File: src/rtl/susp_wake_ctrl.sv
module susp_wake_ctrl #(
  parameter int GPIO_W    = 8,
  parameter int INT_DLY   = 8,
  parameter int EXT_DLY_S = 32,
  parameter int EXT_DLY_L = 128
) (
  input  logic              clk,
  input  logic              rst_n,
  input  logic              ctl_wr,
  input  logic              ctl_suspend,
  input  logic              ctl_run,
  input  logic              irq_sense,
  input  logic              ext_osc_sel,
  input  logic              ext_slow_resume,
  input  logic [GPIO_W-1:0] gpio_pend,
  input  logic [GPIO_W-1:0] gpio_en,
  input  logic              timer_wake,
  input  logic              spi_wake,
  input  logic              dminus_n,
  input  logic              osc_stable,
  input  logic              instr_retire,
  output logic              osc_en,
  output logic              ftimer_en,
  output logic              wdog_en,
  output logic              cpu_run,
  output logic              irq_block,
  output logic              suspended
);
  localparam int MAXD  = (INT_DLY > EXT_DLY_S) ? ((INT_DLY > EXT_DLY_L) ? INT_DLY : EXT_DLY_L)
                                               : ((EXT_DLY_S > EXT_DLY_L) ? EXT_DLY_S : EXT_DLY_L);
  localparam int CNT_W = $clog2(MAXD + 1);

  typedef enum logic [2:0] {S_RUN, S_ENTER, S_SUSP, S_OSCW, S_DLY} st_t;

  st_t              st;
  logic [CNT_W-1:0] cnt;
  logic             run_ok;
  logic             dm_s1, dm_s2;
  logic             wake;
  logic [CNT_W-1:0] dly_load;
  logic             sense_unused;

  assign sense_unused = irq_sense;
  assign wake = (|(gpio_pend & gpio_en)) | timer_wake | spi_wake | ~dm_s2;

  always_comb begin
    if (!ext_osc_sel)          dly_load = CNT_W'(INT_DLY - 1);
    else if (!ext_slow_resume) dly_load = CNT_W'(EXT_DLY_S - 1);
    else                       dly_load = CNT_W'(EXT_DLY_L - 1);
  end

  always_ff @(posedge clk or negedge rst_n) begin
    if (!rst_n) begin
      dm_s1 <= 1'b1;
      dm_s2 <= 1'b1;
    end else begin
      dm_s1 <= dminus_n;
      dm_s2 <= dm_s1;
    end
  end

  always_ff @(posedge clk or negedge rst_n) begin
    if (!rst_n) begin
      st        <= S_RUN;
      cnt       <= '0;
      run_ok    <= 1'b1;
      irq_block <= 1'b0;
    end else begin
      case (st)
        S_RUN: begin
          if (instr_retire) irq_block <= 1'b0;
          if (ctl_wr && ctl_suspend) begin
            st     <= S_ENTER;
            run_ok <= ctl_run;
          end
        end
        S_ENTER: st <= S_SUSP;
        S_SUSP:  if (run_ok && wake) st <= S_OSCW;
        S_OSCW: if (osc_stable) begin
          st  <= S_DLY;
          cnt <= dly_load;
        end
        S_DLY: begin
          if (cnt == '0) begin
            st        <= S_RUN;
            irq_block <= 1'b1;
          end else begin
            cnt <= cnt - 1'b1;
          end
        end
        default: st <= S_RUN;
      endcase
    end
  end

  assign cpu_run   = (st == S_RUN);
  assign suspended = (st == S_ENTER) || (st == S_SUSP);
  assign osc_en    = !suspended;
  assign ftimer_en = cpu_run;
  assign wdog_en   = cpu_run;
endmodule

File: config.mk
export PLATFORM = sky130hd
export DESIGN_NAME = susp_wake_ctrl
export DESIGN_NICKNAME = d
export VERILOG_FILES = /design/src/rtl/susp_wake_ctrl.sv
export SDC_FILE = /design/constraint.sdc
export NUM_CORES = 1
export LEC_CHECK = 0
export CORE_MARGIN = 8
export CORE_UTILIZATION = 34
export CTS_BUF_LIST = sky130_fd_sc_hd__clkbuf_4
export DETAILED_ROUTE_END_ITERATION = 8
export PLACE_DENSITY_LB_ADDON = 0.1
export SLEW_MARGIN = 5
export SYNTH_ARGS = -nofsm -noshare
export SYNTH_HDL_FRONTEND = slang
export SYNTH_SLANG_ARGS = --single-unit
File: constraint.sdc
create_clock -name clk -period 2.1 [get_ports clk]
set_input_delay 0.63 -clock clk [delete_from_list [all_inputs] [get_ports clk]]
set_output_delay 0.63 -clock clk [all_outputs]
set_load 0.02 [all_outputs]
; Word-level counts from Yosys, hierarchy flattened
; Index checks and enable logic that the tools add are counted.
[classes]
addsub = 1
multipliers = 0
n_div = 0
magnitude_cmp = 0
n_eq_ne = 10
n_shift = 0
n_mux = 13
bitwise = 5
n_reduce_logical = 13
[op_table]
columns = operator, count
row1 = two-way mux 8 bit, 3
row2 = case mux 8 bit (2 select lines), 1
row3 = case mux 3 bit (5 select lines), 1
row4 = two-way mux 3 bit, 4
row5 = inequality test 2 bit (second input constant), 5
row6 = AND 8 bit, 1
row7 = zero test 8 bit, 1
row8 = OR reduction 8 bit, 1
row9 = subtractor 8 x 1 -> 8 bit (second input constant), 1
row10 = two-way mux 7 bit, 1
row11 = equality test 3 x 2 -> 1 bit (second input constant), 2
row12 = AND reduction 3 bit, 2
row13 = AND reduction 4 bit, 1
row14 = nonzero test 2 bit, 2
row15 = equality test 3 x 1 -> 1 bit (second input constant), 1
row16 = equality test 3 bit (second input constant), 1
row17 = zero test 3 bit, 1
row18 = OR 1 bit, 3
row19 = logical AND 1 bit, 2
row20 = two-way mux 1 bit, 2
row21 = inequality test 2 x 1 -> 1 bit (second input constant), 1
row22 = case mux 1 bit (2 select lines), 1
row23 = AND reduction 2 bit, 1
row24 = zero test 1 bit, 1
row25 = other kinds (2), 2
[totals]
regBits = 15
latchBits = 0
mem_bits_rw = 0
rom_bits = 0
output_inout_bits = 6
wordCells = 48
memories = 0

; Longest topological paths before layout
; Gate-level depths: netlist (run 1).
[depth]
ltp_word = 8
depth_mapped = 6
depth_no_buf = 6

; Worst setup path after synthesis (run 1)
; OpenSTA, ideal clock, no wires.
[synth_path]
kind = flip-flop to output port
start = reg st[1]
end = out ftimer_en
arrival_ns = 1.458
required_ns = 1.470
path_slack_ns = 0.012
stages_incl_launch_ff = 4
n_path_buf = 2
path_cell_list = dfrtp_1 > buf_4 > nor3_1 > buf_4
[synth_between]
elab_chain_cells = 1
[synth_rtl]
columns = element, line_no
row1 = start: declaration, 35  ; st_t st;
row2 = start signal: assignment, 64  ; st <= S_RUN;
row3 = start signal: assignment, 73  ; st <= S_ENTER;
row4 = start signal: assignment, 77  ; S_ENTER: st <= S_SUSP;
row5 = zero test 3 bit, 96  ; assign cpu_run = (st == S_RUN);
row6 = end: declaration, 23  ; output logic ftimer_en,
; Every way passes these cells.

; Worst setup path in the final report (run 1)
[layout_path]
start = reg st[0]
end = out osc_en
[layout_between]
elab_chain_cells = 3
[layout_rtl]
columns = element, line_no
row1 = equality test 3 x 1 -> 1 bit / equality test 3 x 2 -> 1 bit (equally long branches), 97  ; assign suspended = (st == S_ENTER) || (st == S_SUSP);
row2 = logical OR 1 bit *, 97
row3 = zero test 1 bit *, 98  ; assign osc_en = !suspended;
row4 = end: declaration, 22  ; output logic osc_en,
; Every way passes the cells marked *; elsewhere a longest branch is shown, timed or not.

==> results of run 1 <==
[power by group]
part	total (mW)	internal [mW]	switching (mW)
clock	0.178	0.0867	0.0914
combinational	0.687	0.338	0.348
sequential	0.499	0.401	0.0976
total	1.36	0.826	0.537
[timing repair]
action | 4_1_cts | 5_1_grt
endpoints found under the hold margin | 0 | 0
gates resized for setup | 5 | 1
hold buffers | 0 | 0
setup buffers | 0 | 0
setup endpoints to repair | 5 | 1
[area by class of cell]
type | instances | area (µm²)
fill | 246 | 1180
multi-input combinational | 68 | 448
timing repair buffer | 42 | 392
sequential | 15 | 379
tap | 30 | 37.5
clock buffer | 4 | 30.0
inverter | 4 | 15.0
[path summary, 6_finish.rpt]
kind                                        start                 end  slack, ns  depth (start not counted)
worst min-delay path              dm_s1$_DFF_PN1_     dm_s2$_DFF_PN1_       0.36                          0
worst min register to register    dm_s1$_DFF_PN1_     dm_s2$_DFF_PN1_       0.36                          0
max in group asynchronous                   rst_n  run_ok$_DFFE_PN1P_       1.21                          2
min in group asynchronous                   rst_n  cnt[5]$_DFFE_PN0P_       0.65                          2
worst max-delay path            st[0]$_DFFE_PN0P_              osc_en       0.09                          4
worst max register to register  st[0]$_DFFE_PN0P_  cnt[7]$_DFFE_PN0P_       0.41                          5
[critical path: stages, from the launching register on]
cell           delay, ns
dfrtp_1             0.41
xor2_1              0.16
nor2b_2             0.15
inv_1               0.04
dlygate4sd2_1       0.32
[cells in the final DEF, fill, tap and decap left out, types with 3 or more instances in the layout]
| cell | synthesis | final |
|---|---|---|
| a21oi_1 | 6 | 6 |
| a31oi_1 | 3 | 3 |
| buf_4 | 4 | 9 |
| clkbuf_4 | 0 | 4 |
| clkdlybuf4s50_1 | 0 | 28 |
| dfrtp_1 | 12 | 12 |
| dfstp_2 | 3 | 3 |
| dlygate4sd2_1 | 0 | 5 |
| inv_1 | 4 | 4 |
| nand2_1 | 8 | 8 |
| nand3_1 | 4 | 4 |
| nor2_1 | 10 | 10 |
| nor3b_1 | 4 | 4 |
| o22a_1 | 3 | 3 |
[logic make-up after synthesis]
logic type | count (synthesis)
adder cells (fa/ha/maj) | 2
XOR/XNOR | 3
AND/OR/NAND/NOR | 37
flip-flops | 15
AO/OA/AOI/OAI | 25
buffers and inverters | 11
multiplexers | 1
[flip-flops by register name, indices dropped and copies added, names as in the netlist]
register   flops
dm_s1          1
irq_block      1
dm_s2          1
cnt            8
run_ok         1
st             3
[metrics by stage]
stage | hold WS (ns) | cells | power [mW]
floorplan | 0.334 | 94 | 0.973
global placement | 0.346 | 159 | 1.24
detailed placement | 0.351 | 159 | 1.24
CTS | 0.364 | 163 | 1.37
global route | 0.374 | 163 | 1.48
finish | 0.361 | 163 | 1.36
[layer usage]
layer	up-vias	wire (µm)	share of wire [%]	track usage, %
met5	-	0	0	0
met4	0	12	0.56	2.35
met3	2	146	6.8	3.31
met2	19	1050	49	17.6
met1	382	940	44	12.4
li1	417	-	-	-
==> reports/qor.yml, run 1 <==
placed_design:
  numPortBuffers: 33
  placedInstanceArea_mm2: 0.00127
  post-place-ws_ns: 0.125
  gp_congestion: 0.810
  dp.final_hpwl_um: 1780
die:
  die_w_um: 67.3
  core_area_mm2: 0.00248
  die_h_um: 67.3
  num_rows: 18
  ios: 35
  start_util_pct: 36.2
  fp.dieArea_mm2: 0.00453
timing:
  period_share_pct: 95.5
  tns_ns: 0
  fmax_mhz: 498
  fin_skew_ns: 0.000772
  setup_slack_ns: 0.0938
  hold_violations: 0
  rsz0062_at_grt: "false"
  setup_viol: 0
  worst_slew_pin_slew_ns: 0.352
  relSlewSlack_pct: 76.4
  finalCriticalPeriod_ns: 2.01
  maxSlewViolCount: 0
cts:
  htreeDepth: 1
  cts_buffers: 3
  cts_max_path_buffers: 2
  insertion_delay_ns: 0.28
  root_buffer: "clkbuf_4"
  tritoncts: "yes"
  path_clk_slew_ns: 0.09
  cts_sinks: 15
worst_setup_path:
  crit_path_end_kind: "output port"
  critPathArrivalTime_ns: 1.38
  start_kind: "flip-flop"
  cp.required_ns: 1.47
  crit_path_max_fanout: 3
  path_class: "reg2out"
power:
  powerDensity_mw_per_mm2: 1050
  leakage_nw: 0.563
  ir_drop_mv: 0.585
routing:
  drc: 0
  via_per_inst: 5.03
  drt_iter0_drc: 24
  final_antenna_net_count: 0
  drtPass1Iterations: 4
  wire_per_inst_um: 13.2
  vias: 820
  drt_wl_total_um: 2150
global_route:
  grt_pass1_vias: 825
  grt_max_degree: 16
  track_usage_pct: 10.3
  overflow: 0
  grt_pass1_wl_um: 3650
  antenna_found_initial: 0
synth:
  ys.flop_type: "dfrtp_1"
  ys_top_cells_by_area: "dfrtp_1, dfstp_2, nor2_1, a21oi_1, buf_4"
  yosys.area.top_type: "dfrtp_1"
  yosys.area_share.simple_pct: 22.3
  synth.mux.area_fraction_pct: 1.26
  synthCells: 94
  synth_edf_count: 0
  synthArstFlopShare_pct: 100
  yosys_warnings: 0
  synth_top_area_share_pct: 33.5
  synth-seq-cells: 15
  synth_compound_area_share_pct: 20.4
  syn_avg_cell_area_um2: 9.53
  synthAdderAreaFrac_pct: 2.79
  synth_top_family_by_area: "simple AND/OR/NAND/NOR gates"
  yosysSeqAreaShare_pct: 42.3
  synth_common_cells: "dfrtp_1, nor2_1, nand2_1"
  post_synth_num_cell_types: 37
  synth-xor-area-share_pct: 2.93
  synth_area_um2: 896
  synth_nets: 125
  synth_most_common_cell: "dfrtp_1"
final_layout:
  antenna_cells: 0
  fin_area_mm2: 0.00130
  drive_above_1_share_pct: 18.0
  area_delta_synth_final_pct: 45.3
  layout.nets: 165
  final_core_util_pct: 52.5
worst_hold_path:
  min_path_type: "reg2reg"
status:
  status: "finished, final reports clean"
run:
  cap_violations: 0
No activity file was read; power rests on OpenSTA's default activity.
==> inputs of run 2 (changes only) <==
--- a/config.mk
+++ b/config.mk
@@ -9,6 +9,7 @@
 export CORE_UTILIZATION = 34
 export CTS_BUF_LIST = sky130_fd_sc_hd__clkbuf_4
 export DETAILED_ROUTE_END_ITERATION = 8
+export MAX_ROUTING_LAYER = met4
 export PLACE_DENSITY_LB_ADDON = 0.1
 export SLEW_MARGIN = 5
 export SYNTH_ARGS = -nofsm -noshare
==> run 2 against run 1 <==
Against the previous run: fmax about the same; via count up 0.24%; die area unchanged; first-iteration DRC count down 17%; combinational power about the same; utilization unchanged; setup slack about the same; register-to-register slack about the same; non-clock buffer count unchanged; critical endpoint unchanged.
==> reports/qor.yml, run 2 (synthesis results as in run 1) <==
cts:
  cts_hold_buf: 0
  cts_sinks: 15
  cts_max_path_buffers: 2
  root_buffer: "clkbuf_4"
  htreeDepth: 1
  path_clk_slew_ns: 0.09
  tritoncts: "yes"
  cts_buffers: 3
  insertion_delay_ns: 0.28
power:
  leakage_nw: 0.563
  pwr-share-comb_pct: 50.3
  internal_power_mw: 0.826
  p_sw_mw: 0.536
  ir_drop_mv: 0.585
  swShare_pct: 39.4
  clock_power_share_pct: 13.1
  powerDensity_mw_per_mm2: 1050
  p_seq_share_pct: 36.6
final_layout:
  final_cell_mix: "clkdlybuf4s50_1, dfrtp_1, nor2_1"
  layout.nets: 165
  final_common_cell: "clkdlybuf4s50_1"
  largestRegisters: "cnt x8, st x3"
  fillers: 246
  drive_above_1_share_pct: 18.0
  largest_register_ffs: 8
  regMostFlops: "cnt"
  area_delta_synth_final_pct: 45.3
  antenna_cells: 0
timing:
  hold_ws_ns: 0.361
  finalCriticalPeriod_ns: 2.01
  maxSlewViolCount: 0
  hold_violations: 0
  setup_viol: 0
  period_share_pct: 95.5
  fin_skew_ns: 0.000585
  rsz0062_at_grt: "false"
  worst_slew_pin_slew_ns: 0.354
  relSlewSlack_pct: 76.3
  tns_ns: 0
  fmax_mhz: 498
worst_setup_path:
  reg2reg_slack_ns: 0.41
  r2r_start: "st[0]$_DFFE_PN0P_"
  cp_top_family: "flip-flops"
  crit_path_end_kind: "output port"
  path_class: "reg2out"
  reg2reg_depth: 5
  cp_slowest_cell: "dfrtp_1"
  start_kind: "flip-flop"
  cp.required_ns: 1.47
  crit_path_max_fanout: 3
  cp_slowest_stage_delay_ns: 0.41
  critPathBufInv: 2
  r2r_end: "cnt[7]$_DFFE_PN0P_"
  critical_path.cell_chain: "xor2_1 > nor2b_2 > inv_1 > dlygate4sd2_1"
  critPathArrivalTime_ns: 1.38
routing:
  drt_iter0_drc: 20
  drtPass1Iterations: 4
  vias: 822
  final_antenna_net_count: 0
  wire_per_inst_um: 13.2
  via_per_inst: 5.04
  drt_wl_total_um: 2150
  drc: 0
worst_hold_path:
  hold_path_end: "dm_s2$_DFF_PN1_"
  hp-start: "dm_s1$_DFF_PN1_"
  min_path_type: "reg2reg"
  hold_depth: 0
placed_design:
  numPortBuffers: 33
  gp_congestion: 0.822
  dp.final_hpwl_um: 1780
die:
  die_w_um: 67.3
  core_area_mm2: 0.00248
  start_util_pct: 36.2
  die_h_um: 67.3
  num_rows: 18
  ios: 35
  fp.dieArea_mm2: 0.00453
global_route:
  grt_max_degree: 16
  track_usage_pct: 10.7
  antenna_found_initial: 0
  grt_pass1_vias: 826
  grt_pass1_wl_um: 3650
  overflow: 0
status:
  status: "finished, final reports clean"
run:
  cap_violations: 0
-- run 2: cell counts in the layout (fill, tap and decap cells not counted) --
No cell type changed its count.
-- run 2: how the worst max path moves through the flow --
stage / startpoint / to / depth (start not counted)
after floorplan: st[1]$_DFFE_PN0P_ / ftimer_en / 3
after global placement: osc_stable / cnt[5]$_DFFE_PN0P_ / 5
after detailed placement: st[0]$_DFFE_PN0P_ / ftimer_en / 3
after CTS: st[0]$_DFFE_PN0P_ / ftimer_en / 3
after global routing: st[0]$_DFFE_PN0P_ / osc_en / 4
final: st[0]$_DFFE_PN0P_ / osc_en / 4
-- run 2: worst reg2reg max path, cell delays in order, from the launching register on --
cell,delay (ns)
dfrtp_1,0.41
buf_4,0.16
or3b_4,0.46
nor4b_2,0.35
xnor2_1,0.16
nor2_1,0.05
-- run 2: repair_timing --
item,CTS,global route
cloned,0,0
resized for setup,5,1
buffers inserted,0,0
setup endpoints to repair,5,1
-- run 2: power groups by stage --
stage               sequential [mW]  clock [mW]  combinational, mW
detailed placement            0.500           0              0.744
CTS                           0.496       0.185              0.693
global route                  0.514       0.202              0.762
floorplan                     0.467           0              0.505
finish                        0.499       0.178              0.686
global placement              0.499           0              0.738
-- run 2: final cells by class --
class | count | area, µm² | share of cell area (%)
multi-input combinational | 68 | 448 | 34.4
timing repair buffer | 42 | 392 | 30.1
sequential | 15 | 379 | 29.1
tap | 30 | 37.5 | 2.88
clock buffer | 4 | 30.0 | 2.31
inverter | 4 | 15.0 | 1.15
-- run 2: layer usage --
layer	wire, µm	global-route usage, %	part of all wire [%]
met1	935	12.4	44
met2	1040	17.6	49
met4	14	2.35	0.65
met3	150	3.31	7.0
met5	0	-	0
-- run 2: metrics by stage --
step | area, µm² | setup slack (ns) | total power, mW | util, % | cells
global route | 1300 | 0.00688 | 1.48 | 52.5 | 163
floorplan | 896 | 0.0122 | 0.973 | - | 94
detailed placement | 1270 | 0.125 | 1.24 | 51.5 | 159
global placement | 1270 | 0.142 | 1.24 | 51.5 | 159
finish | 1300 | 0.0940 | 1.36 | 52.5 | 163
CTS | 1300 | 0.0742 | 1.37 | 52.4 | 163
